--- src/rtl/pfce_pkg.sv ---
// Package: shared types for the power-fail chip-enable gate.
// Assumes: nothing beyond IEEE 1800-2017.
package pfce_pkg;

    // Controller state: normal pass-through, finishing an access,
    // fully blocked, or waiting out the recovery hold-off.
    typedef enum logic [1:0] {
        ST_NORMAL = 2'd0,
        ST_DRAIN  = 2'd1,
        ST_PROT   = 2'd2,
        ST_RECOV  = 2'd3
    } pf_state_e;

    // How the bank gate treats the request in the current cycle.
    typedef enum logic [1:0] {
        GATE_LIVE  = 2'd0,  // live bank select steers the request
        GATE_HELD  = 2'd1,  // bank latched at detection steers the request
        GATE_BLOCK = 2'd2   // every enable held inactive
    } gate_mode_e;

endpackage

--- src/rtl/pfce_cycle_counter.sv ---
// Module: pfce_cycle_counter
// Counts clock cycles up to a limit supplied each cycle. The counter is
// shared between the drain timeout and the recovery hold-off.
// Assumes: clr takes priority over inc, and the count never passes the limit.
module pfce_cycle_counter #(
    parameter int CNT_W = 8
) (
    input  logic             clk,
    input  logic             rst_n,
    input  logic             clr,
    input  logic             inc,
    input  logic [CNT_W-1:0] limit,
    output logic             done
);

    logic [CNT_W-1:0] count_q;

    // Purpose: hold the elapsed cycle count; it clears on reset or on request.
    always_ff @(posedge clk) begin
        if (!rst_n) begin
            count_q <= '0;
        end else if (clr) begin
            count_q <= '0;
        end else if (inc && !done) begin
            count_q <= count_q + 1'b1;
        end
    end

    // Purpose: flag the last cycle of the current window.
    always_comb begin
        done = (count_q == limit);
    end

endmodule

--- src/rtl/pfce_seq.sv ---
// Module: pfce_seq
// Sequencer for the power-fail gate. It tracks normal, drain, protected and
// recovery states and latches the bank that was active when power failed.
// Assumes: pwr_fail is already synchronous; WPT_CYC and HOLD_CYC are >= 1.
module pfce_seq
    import pfce_pkg::*;
#(
    parameter int SEL_W    = 2,
    parameter int CNT_W    = 8,
    parameter int WPT_CYC  = 4,
    parameter int HOLD_CYC = 8
) (
    input  logic             clk,
    input  logic             rst_n,
    input  logic             pwr_fail,
    input  logic             req_n,
    input  logic [SEL_W-1:0] bank_sel,
    input  logic             cnt_done,
    output logic             cnt_clr,
    output logic             cnt_inc,
    output logic [CNT_W-1:0] cnt_limit,
    output gate_mode_e       gate_mode,
    output logic [SEL_W-1:0] held_bank,
    output pf_state_e        state
);

    localparam logic [CNT_W-1:0] WPT_LIM  = CNT_W'(WPT_CYC - 1);
    localparam logic [CNT_W-1:0] HOLD_LIM = CNT_W'(HOLD_CYC - 1);

    pf_state_e        state_q;
    pf_state_e        state_d;
    logic [SEL_W-1:0] held_q;

    // Purpose: choose the next state from the flag, the request and the counter.
    always_comb begin
        state_d = state_q;
        unique case (state_q)
            ST_NORMAL: begin
                if (pwr_fail) begin
                    state_d = req_n ? ST_PROT : ST_DRAIN;
                end
            end
            ST_DRAIN: begin
                if (!pwr_fail) begin
                    state_d = ST_RECOV;
                end else if (req_n || cnt_done) begin
                    state_d = ST_PROT;
                end
            end
            ST_PROT: begin
                if (!pwr_fail) begin
                    state_d = ST_RECOV;
                end
            end
            ST_RECOV: begin
                if (pwr_fail) begin
                    state_d = ST_PROT;
                end else if (cnt_done) begin
                    state_d = ST_NORMAL;
                end
            end
            default: state_d = ST_PROT;
        endcase
    end

    // Purpose: restart the counter on every state change, advance it while timing.
    always_comb begin
        cnt_clr   = (state_d != state_q);
        cnt_inc   = (state_d == state_q) &&
                    ((state_q == ST_DRAIN) || (state_q == ST_RECOV));
        cnt_limit = (state_q == ST_DRAIN) ? WPT_LIM : HOLD_LIM;
    end

    // Purpose: register the state; reset lands in recovery so that power-up waits too.
    always_ff @(posedge clk) begin
        if (!rst_n) begin
            state_q <= ST_RECOV;
        end else begin
            state_q <= state_d;
        end
    end

    // Purpose: track the live bank in normal operation, so that it freezes at detection.
    always_ff @(posedge clk) begin
        if (!rst_n) begin
            held_q <= '0;
        end else if (state_q == ST_NORMAL) begin
            held_q <= bank_sel;
        end
    end

    // Purpose: tell the bank gate how to treat the request in this state.
    always_comb begin
        unique case (state_q)
            ST_NORMAL: gate_mode = GATE_LIVE;
            ST_DRAIN:  gate_mode = GATE_HELD;
            default:   gate_mode = GATE_BLOCK;
        endcase
    end

    assign held_bank = held_q;
    assign state     = state_q;

endmodule

--- src/rtl/pfce_bank_gate.sv ---
// Module: pfce_bank_gate
// Decodes the steering bank index and passes the active-low request to
// exactly one enable, or blocks all of them.
// Assumes: NBANK is a power of two that matches SEL_W.
module pfce_bank_gate
    import pfce_pkg::*;
#(
    parameter int NBANK = 4,
    parameter int SEL_W = 2
) (
    input  gate_mode_e       gate_mode,
    input  logic             req_n,
    input  logic [SEL_W-1:0] bank_sel,
    input  logic [SEL_W-1:0] held_bank,
    output logic [NBANK-1:0] bank_en_n
);

    logic [SEL_W-1:0] pick;
    logic             pass;

    // Purpose: pick the steering index and decide whether the request may pass.
    always_comb begin
        pick = (gate_mode == GATE_HELD) ? held_bank : bank_sel;
        pass = (gate_mode != GATE_BLOCK) && !req_n;
    end

    // One decoded enable per bank.
    for (genvar gi = 0; gi < NBANK; gi++) begin : g_bank
        assign bank_en_n[gi] = !(pass && (pick == SEL_W'(gi)));
    end

endmodule

--- src/rtl/pfce_gate.sv ---
// Module: pfce_gate (top)
// Power-fail chip-enable gate. Conditions an active-low memory enable so
// that battery-backed banks are write protected while power is failing and
// during a recovery hold-off after power returns or after reset.
// Assumes: pwr_fail is synchronous to clk; the timeout and hold-off are in cycles.
module pfce_gate
    import pfce_pkg::*;
#(
    parameter int NBANK    = 4,
    parameter int CLK_KHZ  = 125000,
    parameter int HOLD_MS  = 120,
    parameter int WPT_CYC  = 64,
    parameter int HOLD_CYC = CLK_KHZ * HOLD_MS
) (
    input  logic                     clk,
    input  logic                     rst_n,
    input  logic                     pwr_fail,
    input  logic                     req_n,
    input  logic [$clog2(NBANK)-1:0] bank_sel,
    output logic [NBANK-1:0]         bank_en_n,
    output logic                     wr_prot
);

    localparam int SEL_W = $clog2(NBANK);
    localparam int MAX_C = (WPT_CYC > HOLD_CYC) ? WPT_CYC : HOLD_CYC;
    localparam int CNT_W = $clog2(MAX_C + 1);

    logic             cnt_clr;
    logic             cnt_inc;
    logic             cnt_done;
    logic [CNT_W-1:0] cnt_limit;
    gate_mode_e       gate_mode;
    logic [SEL_W-1:0] held_bank;
    pf_state_e        state;

    pfce_seq #(
        .SEL_W   (SEL_W),
        .CNT_W   (CNT_W),
        .WPT_CYC (WPT_CYC),
        .HOLD_CYC(HOLD_CYC)
    ) u_seq (
        .clk      (clk),
        .rst_n    (rst_n),
        .pwr_fail (pwr_fail),
        .req_n    (req_n),
        .bank_sel (bank_sel),
        .cnt_done (cnt_done),
        .cnt_clr  (cnt_clr),
        .cnt_inc  (cnt_inc),
        .cnt_limit(cnt_limit),
        .gate_mode(gate_mode),
        .held_bank(held_bank),
        .state    (state)
    );

    pfce_cycle_counter #(
        .CNT_W(CNT_W)
    ) u_cnt (
        .clk  (clk),
        .rst_n(rst_n),
        .clr  (cnt_clr),
        .inc  (cnt_inc),
        .limit(cnt_limit),
        .done (cnt_done)
    );

    pfce_bank_gate #(
        .NBANK(NBANK),
        .SEL_W(SEL_W)
    ) u_gate (
        .gate_mode(gate_mode),
        .req_n    (req_n),
        .bank_sel (bank_sel),
        .held_bank(held_bank),
        .bank_en_n(bank_en_n)
    );

    // Purpose: report protection in every state except normal.
    always_comb begin
        wr_prot = (state != ST_NORMAL);
    end

endmodule

--- config.mk ---
export PLATFORM = sky130hd
export DESIGN_NAME = pfce_gate
export DESIGN_NICKNAME = d
export VERILOG_FILES = /design/src/rtl/pfce_pkg.sv /design/src/rtl/pfce_cycle_counter.sv /design/src/rtl/pfce_seq.sv /design/src/rtl/pfce_bank_gate.sv /design/src/rtl/pfce_gate.sv
export SDC_FILE = /design/constraint.sdc
export NUM_CORES = 1
export LEC_CHECK = 0
export ABC_CLOCK_PERIOD_IN_PS = 3600
export CORE_MARGIN = 3
export CORE_UTILIZATION = 35
export CTS_CLUSTER_DIAMETER = 100
export DETAILED_ROUTE_END_ITERATION = 7
export SLEW_MARGIN = 10
export SYNTH_ARGS = -nofsm -noshare
export SYNTH_HDL_FRONTEND = slang
export SYNTH_HIERARCHICAL = 1
export SYNTH_SLANG_ARGS = --single-unit
--- constraint.sdc ---
create_clock -name clk -period 3.6 [get_ports clk]
set_input_delay 0.72 -clock clk [delete_from_list [all_inputs] [get_ports clk]]
set_output_delay 0.72 -clock clk [all_outputs]
set_load 0.1 [all_outputs]
# ---- Word level (Yosys, flattened, before mapping)
# Cells that the tools add are included.
dict set report op_classes {
  muxes 11
  n_lt_le_gt_ge 0
  shift 0
  addsub 1
  eq_ne 11
  n_reduce_logical 19
  bitwise 1
  multipliers 0
  div_mod_pow 0
}
# op n
set op_table {}
lappend op_table {{adder 24 x 1 -> 24 bit (second input constant)} 1}
lappend op_table {{equality test 24 bit} 1}
lappend op_table {{two-way mux 24 bit} 1}
lappend op_table {{two-way mux 2 bit} 8}
lappend op_table {{equality test 2 bit (second input constant)} 4}
lappend op_table {{case mux 2 bit (4 select lines)} 1}
lappend op_table {{logical AND 1 bit} 7}
lappend op_table {{equality test 2 x 1 -> 1 bit (second input constant)} 3}
lappend op_table {{logical NOT 1 bit} 6}
lappend op_table {{logical NOT 2 bit} 2}
lappend op_table {{case mux 2 bit (2 select lines)} 1}
lappend op_table {{equality test 2 bit} 1}
lappend op_table {{logical OR 1 bit} 2}
lappend op_table {{!= test 2 bit} 1}
lappend op_table {{!= test 2 bit (second input constant)} 1}
lappend op_table {{nonzero test 2 bit} 1}
lappend op_table {{OR reduction 2 bit} 1}
lappend op_table {{NOT 1 bit} 1}
dict set report word_totals {
  out_inout_bits 5
  mem_bits_rw 0
  mem_bits_ro 0
  memories 0
  ff_bits 28
  inputBits 6
  latchBits 0
  elab_cells 46
}

# ---- Depth between registers and ports, before layout
dict set report depth {
  depth_word 10
  depth_mapped 15
  mapped_depth_nobuf 12
}

# ---- Hierarchy
# The synthesis kept the hierarchy.
# mod cells_each seq_area_each_um2 area_each_um2 n_inst
set modules_own_cells {}
lappend modules_own_cells {pfce_cycle_counter 178 480.5 1520.2 1}
lappend modules_own_cells {pfce_seq 56 80.1 441.7 1}
lappend modules_own_cells {pfce_bank_gate 14 0.0 95.1 1}
lappend modules_own_cells {pfce_gate 1 0.0 6.3 1}

# ---- Worst setup path after synthesis
# OpenSTA, ideal clock, no wires.
dict set report synth_path {
  path_type {register to register}
  from {register u_seq.state_q[1], in the netlist u_seq/state[1]}
  to {register u_cnt.count_q[11]}
  path_stages_with_launch 15
  setup_time_ns 0.116
  n_path_buf 3
  t_required_ns 3.484
  arrival_ns 2.852
  synth_period_minus_slack_ns 2.968
  path_slack_ns 0.632
  path_cell_list {dfxtp_1 > buf_6 > nand2b_1 > buf_4 > xnor2_4 > nand4_2 > nor4_4 > and2_2 > nand2b_1 > nor2_1 > and4_1 > nand2_1 > a21oi_2 > buf_2 > a41o_1}
}
dict set report synth_between {
  elab_chain_cells 10
  word_cells_on_any_way 21
  cone_classes {eq/ne (6); mux (8); reduce/logical (7)}
}
# item line_no
set synth_rtl {}
lappend synth_rtl {{start, declared} pfce_seq.sv:30} ;# pf_state_e state_q;
lappend synth_rtl {{start signal, assigned} pfce_seq.sv:79} ;# state_q <= state_d;
lappend synth_rtl {{equality test 2 x 1 -> 1 bit *} pfce_seq.sv:71} ;# cnt_limit = (state_q == ST_DRAIN) ? WPT_LIM : HOLD_LIM;
lappend synth_rtl {{two-way mux 24 bit *} pfce_seq.sv:71}
lappend synth_rtl {{named net cnt_limit[7]} pfce_gate.sv:31} ;# logic [CNT_W-1:0] cnt_limit;
lappend synth_rtl {{equality test 24 bit *} pfce_cycle_counter.sv:31} ;# done = (count_q == limit);
lappend synth_rtl {{named net cnt_done} pfce_gate.sv:30} ;# logic cnt_done;
lappend synth_rtl {{logical OR 1 bit} pfce_seq.sv:46} ;# end else if (req_n || cnt_done) begin
lappend synth_rtl {{two-way mux 2 bit} pfce_seq.sv:46}
lappend synth_rtl {{two-way mux 2 bit} pfce_seq.sv:44} ;# if (!pwr_fail) begin
lappend synth_rtl {{case mux 2 bit (4 select lines) *} pfce_seq.sv:37} ;# unique case (state_q)
lappend synth_rtl {{equality test 2 bit *} pfce_seq.sv:69} ;# cnt_inc = (state_d == state_q) &&
lappend synth_rtl {{logical AND 1 bit *} pfce_seq.sv:69}
lappend synth_rtl {{named net cnt_inc} pfce_gate.sv:29} ;# logic cnt_inc;
lappend synth_rtl {{logical AND 1 bit *} pfce_cycle_counter.sv:24} ;# end else if (inc && !done) begin
lappend synth_rtl {{end signal, assigned} pfce_cycle_counter.sv:25} ;# count_q <= count_q + 1'b1;
lappend synth_rtl {{end, declared} pfce_cycle_counter.sv:16} ;# logic [CNT_W-1:0] count_q;
# The timed path passes the listed nets; every way through them passes the cells marked *.
# A chain may end at the register's enable or synchronous reset.

# ---- Final worst setup path
dict set report layout_path {
  from {register u_seq.state_q[1], in the netlist u_seq/state[1]}
  to {register u_cnt.count_q[23]}
}
# The elaborated chain is that of the path after synthesis.

==> results.py <==
metrics = {
    "sta": {
        "final-hold-violation-count": 0,
        "max_freq_mhz": 333,
        "slew-limit-headroom": 0.371,
        "setup-violations-final": 0,
        "layout_worst_path_cycle_share": 0.835,
        "finalWorstPathRequiredPeriod_ns": 3.01,
        "skew_ns": 0.00308,
        "grt_setup_unrepaired": "no",
        "maxSlewViolCount": 0,
        "worstMarginPinSlew_ns": 0.935,
        "fin_tns_setup_ns": 0,
        "setup_slack_ns": 0.594,
    },
    "critical_path": {
        "worst-path-max-fanout": 15,
        "start_kind": "flip-flop",
        "crit_arrival_ns": 3.19,
        "endpoint_kind": "flip-flop",
        "path_common_cell": "nand2b_1",
        "timing.critical_path.max_delay_family": "simple AND/OR/NAND/NOR gates",
        "critical_path_required_ns": 3.79,
        "crit_buf_inv": 1,
        "timing.critical_path.slowest_stage_cell": "a21oi_2",
        "timing.critical_path.slowest_cell_delay_ns": 0.51,
        "timing.setup.critical_path_class": "flip-flop to flip-flop",
        "sequence_of_cells_on_the_critical_path": "nand2b_1 > buf_4 > xnor2_1 > nand4_1 > nor4_4 > and2_2 > nand2b_1 > nor2_1 > and4_1 > nand2_1 > a21oi_2 > a31oi_1 > a41o_1",
    },
    "grt": {
        "number_of_antenna_violations_at_the_first_check_in_global_routing": 0,
        "grt_pass1_vias": 1442,
        "globalRoute.totalOverflow": 0,
        "wire_length_of_the_first_global_routing_pass_um": 6600,
        "global_route.usage.total": 0.123,
        "grt_max_degree": 21,
    },
    "floorplanning": {
        "die_w_um": 82.8,
        "io_pins": 11,
        "std_cell_core_area_sq_mm": 0.00561,
        "floorplan.rows": 27,
        "die_height_um": 82.8,
        "starting_density_of_the_core": 0.368,
        "design.die.area_sq_mm": 0.00685,
    },
    "finish": {
        "drive_gt1_frac": 0.153,
        "commonest_cells_after_routing_fill_and_taps_aside": "28 x xnor2_1, 28 x dfxtp_1, 26 x nand2_1",
        "flow.area_growth_from_synthesis_pct": 6.61,
        "post-route-util": 0.392,
        "diodes": 0,
        "fin_nets": 256,
    },
    "logic_synthesis": {
        "main_combinational_cell_family_by_area_after_synthesis": "simple AND/OR/NAND/NOR gates",
        "synth_compound_area_frac": 0.172,
        "ys_dominant_reg_cell": "dfxtp_1",
        "synth.area.mux_share": 0.0346,
        "simple_gate_share_of_the_synthesized_area": 0.257,
        "ys_warn_count": 6,
        "top_cell_type_by_total_area_after_synthesis": "dfxtp_1",
        "ys_seq_area_frac": 0.272,
        "synthDominantCellAreaShare": 0.272,
        "synth_instances": 249,
        "synthesized_area_fraction_occupied_by_adder_cells": 0.00606,
        "synth_xor_xnor_area_share": 0.132,
        "synth-edff-count": 0,
        "synthesis.area_per_instance_sq_um": 8.29,
        "synth_top_cells_by_area": "dfxtp_1 27%, xnor2_1 12%, buf_4 8.4%",
        "synth-seq-cells": 28,
        "syn_area_sq_mm": 0.00206,
        "post_synth_num_cell_types": 51,
        "synthArstFlopShare": 0,
    },
    "cts": {
        "cts_made_buffers": 3,
        "post_cts.repair.setup_buffers": 0,
        "cts_hold_buffers": 0,
        "tritoncts_num_sinks": 28,
        "tritoncts": "yes",
        "ctsHtreeMaxLevel": 1,
        "worst_skew_pair.late_latency_ns": 0.28,
        "cts-root-buf": "clkbuf_8",
        "cts.reportedPaths.clkPinSlew_ns": 0.10,
        "clock_tree.buffer_depth": 2,
        "cts_resized": 0,
    },
    "pwr": {
        "vdd_ir_drop_max_uv": 153,
        "total_power_mw": 0.567,
        "power.static_leakage_nw": 0.817,
        "power_density_mw_per_mm2": 258,
    },
    "detailed_routing": {
        "ant_nets": 0,
        "postRouteWirelength_um": 3830,
        "vias": 1592,
        "initialDrtViolationCount": 82,
        "routed_via_density": 4.98,
        "route.detailed.drc": 0,
        "detail_route.first_pass.iterations": 4,
        "drt-wirelength-per-cell_um": 12.0,
    },
    "status": {
        "outcome": "finished, final reports clean",
    },
    "run": {
        "timing.max_cap.violations": 0,
    },
    "place": {
        "place_congestion": 0.771,
        "dpl.hpwl_um": 2760,
        "port-buffer-count": 10,
        "setup_slack_placement_ns": 0.454,
    },
    "min_path": {
        "timing.hold.worst.class": "flip-flop to flip-flop",
    },
}
==> cells by family after synthesis <==
family | Yosys count
xor gates and xnor gates | 29
DFF | 28
and+or+nand+nor | 97
muxes | 7
AOI/OAI and AO/OA | 47
adders and majority gates | 1
buffers and inverters | 38
other | 2
==> final timing paths <==
path	start	to	slack, ns	cells after the start
worst max register to register	u_seq/state[1]$_SDFF_PN1_	u_cnt/count_q[23]$_SDFFE_PP0P_	0.59	13
worst max-delay path	u_seq/state[1]$_SDFF_PN1_	u_cnt/count_q[23]$_SDFFE_PP0P_	0.59	13
worst min register to register	u_seq/held_bank[1]$_SDFFE_PN0P_	u_seq/held_bank[1]$_SDFFE_PN0P_	0.49	2
worst min-delay path	u_seq/held_bank[1]$_SDFFE_PN0P_	u_seq/held_bank[1]$_SDFFE_PN0P_	0.49	2
==> metrics by stage <==
step                      cells  instance area [sq um]  hold WS [ns]
final                       320                   2200         0.488
after global routing        320                   2200         0.515
after CTS                   320                   2200         0.494
after detailed placement    316                   2140         0.478
after global placement      316                   2140         0.464
after floorplan             262                   2110         0.453
==> where the power goes <==
group	total [mW]	internal, mW	switching [mW]
clock network	0.204	0.0983	0.105
registers	0.312	0.311	0.00138
logic	0.0507	0.0219	0.0288
total	0.567	0.431	0.136
==> final cells by class <==
class,instances,area (sq um)
Inverter,4,15.0
Tap cell,72,90.1
Multi-Input combinational cell,196,1300
Clock buffer,4,55.1
Sequential cell,28,561
Fill cell,611,3410
Timing Repair Buffer,16,183
==> Yosys cell counts (2+ instances only) <==
cell type,instances
a21oi_2,4
a21boi_0,3
and4_1,2
buf_6,3
o21ai_0,7
buf_4,23
a31oi_1,4
nand3_1,7
dfxtp_1,28
a41o_1,3
and2_2,2
nand4_1,10
buf_2,3
a31o_2,5
nand2b_1,9
conb_1,2
nand3b_1,4
and3_1,2
nor2b_1,2
mux2i_1,6
nand2_1,26
inv_1,4
nor2_1,22
clkbuf_1,5
a211oi_1,5
xnor2_1,28
a21oi_1,6
==> registers in the layout (all words and copies together), names as in the netlist <==
| register | cells |
|---|---|
| u_seq/state | 2 |
| u_cnt/count_q | 24 |
| u_seq/held_bank | 2 |
==> routing by layer <==
layer,track usage,routed length (um),up-vias,share of wire
li1,-,-,828,-
met1,0.169,1930,739,0.50
met2,0.195,1760,19,0.46
met3,0.0162,74,6,0.019
met4,0.0441,67,0,0.018
met5,0,0,-,0
==> worst reg2reg max path, stage by stage, from the launching register on <==
cell      delay (ns)
dfxtp_1         0.32
nand2b_1        0.15
buf_4           0.20
xnor2_1         0.14
nand4_1         0.14
nor4_4          0.09
and2_2          0.24
nand2b_1        0.17
nor2_1          0.19
and4_1          0.27
nand2_1         0.09
a21oi_2         0.51
a31oi_1         0.17
a41o_1          0.22
(Power assumes the default switching activity.)
